`src/rtl/sra_pkg.sv`:
```
package sra_pkg;

    typedef enum logic [1:0] {
        ACC_PLAIN = 2'd0,
        ACC_HOST  = 2'd1,
        ACC_MASK  = 2'd2,
        ACC_RSVD  = 2'd3
    } acc_e;

    typedef enum logic [2:0] {
        V_UNDEF = 3'd0,
        V_TRAP2 = 3'd1,
        V_TRAP3 = 3'd2,
        V_REAL  = 3'd3,
        V_TWIN  = 3'd4,
        V_MEM   = 3'd5
    } verdict_e;

    localparam int unsigned N_VERDICTS = 6;

    typedef struct packed {
        logic       is_write;
        logic       el3_present;
        logic       el2_enabled;
        logic       el2_trap;
        logic       el3_trap;
        logic       el3_undef_prio;
        logic       sec_debug_undef;
        logic       fgt_present;
        logic       el3_fgt_en;
        logic       fgt_rd_trap;
        logic       fgt_wr_trap;
        logic       el3_fgt2_en;
        logic       mask_alias_bit;
        logic [2:0] nv_bits;
        logic       host_mode;
    } ctl_t;

    typedef struct packed {
        logic     hit;
        verdict_e v;
    } step_t;

    // Monitor checks that sit ahead of everything at EL2
    function automatic step_t el3_prio_step(ctl_t c);
        step_t s;
        s.hit = c.el3_present && c.el3_trap && c.el3_undef_prio;
        s.v   = V_UNDEF;
        return s;
    endfunction

    // Monitor trap step, placed after the EL2 checks at EL1
    function automatic step_t el3_trap_step(ctl_t c);
        step_t s;
        s.hit = c.el3_present && c.el3_trap;
        s.v   = c.sec_debug_undef ? V_UNDEF : V_TRAP3;
        return s;
    endfunction

    function automatic logic [N_VERDICTS-1:0] to_onehot(verdict_e v);
        logic [N_VERDICTS-1:0] oh;
        oh = '0;
        oh[v] = 1'b1;
        return oh;
    endfunction

endpackage

```
`src/rtl/sra_el1_chain.sv`:
```
module sra_el1_chain
    import sra_pkg::*;
#(
    parameter logic [2:0] NV_REDIRECT = 3'b111,
    parameter logic [2:0] NV_HOST_MEM = 3'b101
) (
    input  ctl_t     ctl,
    input  acc_e     kind,
    output verdict_e verdict
);

    logic  fgt_plain;
    logic  fgt_mask;
    logic  fgt_hit;
    step_t prio_s;
    step_t trap3_s;

    always_comb begin
        fgt_plain = ctl.fgt_present && ctl.el2_enabled
                 && (!ctl.el3_present || ctl.el3_fgt_en)
                 && (ctl.is_write ? ctl.fgt_wr_trap : ctl.fgt_rd_trap);
        fgt_mask  = ctl.fgt_present && ctl.el2_enabled
                 && ((ctl.el3_present && !ctl.el3_fgt2_en) || !ctl.mask_alias_bit);
        fgt_hit   = (kind == ACC_MASK) ? fgt_mask : fgt_plain;
        prio_s    = el3_prio_step(ctl);
        trap3_s   = el3_trap_step(ctl);
    end

    always_comb begin
        if (kind == ACC_HOST) begin
            if (ctl.nv_bits == NV_HOST_MEM)  verdict = V_MEM;
            else if (ctl.nv_bits[0])         verdict = V_TRAP2;
            else                             verdict = V_UNDEF;
        end else if (prio_s.hit)                         verdict = prio_s.v;
        else if (ctl.el2_enabled && ctl.el2_trap)       verdict = V_TRAP2;
        else if (fgt_hit)                               verdict = V_TRAP2;
        else if (trap3_s.hit)                           verdict = trap3_s.v;
        else if (ctl.nv_bits == NV_REDIRECT)            verdict = V_MEM;
        else                                            verdict = V_REAL;
    end

endmodule

```
`config.mk`:
```
export PLATFORM = sky130hd
export DESIGN_NAME = sra_el1_chain
export DESIGN_NICKNAME = d
export VERILOG_FILES = /design/src/rtl/sra_pkg.sv /design/src/rtl/sra_el1_chain.sv
export SDC_FILE = /design/constraint.sdc
export NUM_CORES = 1
export LEC_CHECK = 0
export ABC_AREA = 1
export BUFFER_PORTS_ARGS = -buffer_cell sky130_fd_sc_hd__clkbuf_2
export CAP_MARGIN = 5
export CORE_AREA = 2 2 39 41
export DETAILED_ROUTE_END_ITERATION = 10
export DIE_AREA = 0 0 41 43
export MAX_ROUTING_LAYER = met4
export SYNTH_ARGS = -nofsm -noshare
export SYNTH_HDL_FRONTEND = slang
export SYNTH_SLANG_ARGS = --single-unit
export TNS_END_PERCENT = 50
```
`constraint.sdc`:
```
create_clock -name vclk -period 0.8
set_input_delay 0.12 -clock vclk [all_inputs]
set_output_delay 0.12 -clock vclk [all_outputs]
set_load 0.02 [all_outputs]
```
==> results by group <==
Power
  – Reg power frac: 0%
  – VDD IR max: 0.000164 V
  – Pwr dens: 513 nW/um2
  – Sw Ratio: 45.9%
  – Leak: 0.000232 uW
  – P_int: between 100 and 150 uW
  – NetSw: between 90 and 100 uW
  – Clk network pwr share: 0%
  – Combinational power share: 100.0%

Synth
  – Synth Instances: 36
  – Mean Syn Cell Area: approximately 4.4 um2
  – Mapped Nets: 55
  – Synth unique cells: 9
  – Sequential area share after synthesis: 0%
  – Post-Syn Area: 160 um2
  – Synth warn: 0

Drt
  – DR pass1 iterations: 1
  – Wire per inst: 8.95 um
  – # DRC: 0
  – 1st-iter DRT viols: 0
  – Via Count: 309
  – Post-Route WL: approximately 700 um
  – Antenna viol nets, final: 0
  – DR vias/cell: between 4 and 5

Finish
  – Synth-to-layout area growth: 157%
  – Seq Cell Count: 0
  – Final instance area: a little over 400 um2
  – Reg area: 0 um2
  – Nets: 81
  – Layout cells sized above 1: 63.3%
  – ANT cells: 0
  – Layout clock buffers: 0
  – Fill count: 162
  – Fin util: 29.7%

Timing
  – Hold Vio Cnt, Final: 0
  – Slew @ Worst Pin: 0.169 ns
  – RSZ-0062 raised after global routing: yes
  – Crit share post-route: 120%
  – Crit path time final: 0.963 ns
  – Final setup violation count: 3
  – Max Freq: 1040 MHz
  – Final hold slack: 0.543 ns
  – Setup TNS: -0.421 ns
  – Slew headroom: around 89%
  – Slew Viols, Final: 0
  – Setup ws final: -0.163 ns

Setup path
  – Endpoint class of the critical path: output pin
  – Critical path type: in2out
  – Worst path arrival time: 0.84 ns
  – CP Max Fanout: 3
  – Worst Setup Start Kind: input pin
  – Worst Path Required: around 0.68 ns

Outcome
  – Violated checks: setup timing
  – Status: finished, violations left

Global route
  – Vias in the first global route: 301
  – Gr usage total: 8.50%
  – Overflow after GRT: 0
  – Global-route wire length before repair: 1110 um
  – Largest net degree at the start of global routing: 6
  – Initial antenna violation count: 0

Floorplanning
  – Row count: 14
  – Die W: 41 um
  – Die Area: roughly 1800 um2
  – Core Region: 1380 um2
  – Die Ht: 43 um
  – Ports: 22
  – Starting Density: 11.6%

Place
  – DP Wirelength: 572 um
  – Post-Place Setup Slack: -0.224 ns
  – Gpl congestion: 0.744
  – Port Buffer Count: 21
  – DP Area: 312 um2

Worst hold path
  – Min-Delay Path Class: in2out

Flow run
  – Max-cap viol count: 0
==> per-layer routing <==
metal	vias to the layer above	share of wire (%)	track usage, %
met5	-	0	-
met3	0	10	0
met1	128	42	9.49
li1	167	-	-
met2	14	48	16.6
met4	0	0	0
==> what timing repair did <==
action / in CTS / in global routing
setup buffers: 0 / 0
hold buffers: 0 / 0
setup endpoints to repair: 3 / 3
resized for setup: 18 / 12
pin swaps: 6 / 10
==> kinds of logic (layout without fill, tap and decap cells) <==
| family | after synthesis | after routing | share of synthesized area [%] |
|---|---|---|---|
| AO/OA/AOI/OAI | 4 | 4 | 12.5 |
| AND/OR/NAND/NOR | 26 | 26 | 73.4 |
| buffers and inverters | 6 | 30 | 14.1 |
==> per-stage QoR <==
stage	std cells	total power [uW]
finish	76	211
global route	76	232
CTS	76	195
detailed placement	76	155
global placement	76	153
floorplan	36	69.8
==> critical path, cell delays in order <==
cell      delay, ns
buf_8          0.10
inv_2          0.04
nand2_2        0.05
nor2_1         0.08
nand2_1        0.10
nand3_2        0.08
nand2_1        0.06
nand2_1        0.07
clkbuf_8       0.14
==> layout by cell type, fill, tap and decap left out <==
master and n:
nand2_1 10, o21ai_1 1, nor2_1 2, clkbuf_8 2
buf_12 1, inv_1 3, buf_6 1, inv_2 3
a21oi_2 1, nor3_2 1, nand2_2 3, o21ai_2 1
nand2_4 1, nand4_1 2, nand3_1 3, clkbuf_2 14
buf_4 4, a21oi_1 1, buf_8 2, nand3_2 4
==> final cells by class <==
type | count | area (um2) | share of cell area, %
inverter | 6 | 22.5 | 5.47
tap | 16 | 20.0 | 4.86
multi-input combinational | 30 | 180 | 43.8
timing repair buffer | 24 | 189 | 45.9
==> path summary, 6_finish.rpt <==
path                  cells after the start     from  slack, ns    endpoint
worst max-delay path                      9  kind[0]      -0.16  verdict[0]
worst min-delay path                      3   ctl[2]       0.54  verdict[2]
==> synth_stat cells (all sizes together) <==
library cell	instances	share of area (%)
inv	6	14
nor3	1	6.3
o21ai	2	6.3
nand2	14	33
nand3	7	22
nand4	2	7.8
a21oi	2	6.3
nor2	2	4.7
==> power by group through the flow <==
stage	Clock, uW	Sequential, uW	Combinational [uW]
global route	0	0	232
floorplan	0	0	69.8
global placement	0	0	153
detailed placement	0	0	155
CTS	0	0	195
finish	0	0	211
(Power assumes the default switching activity.)
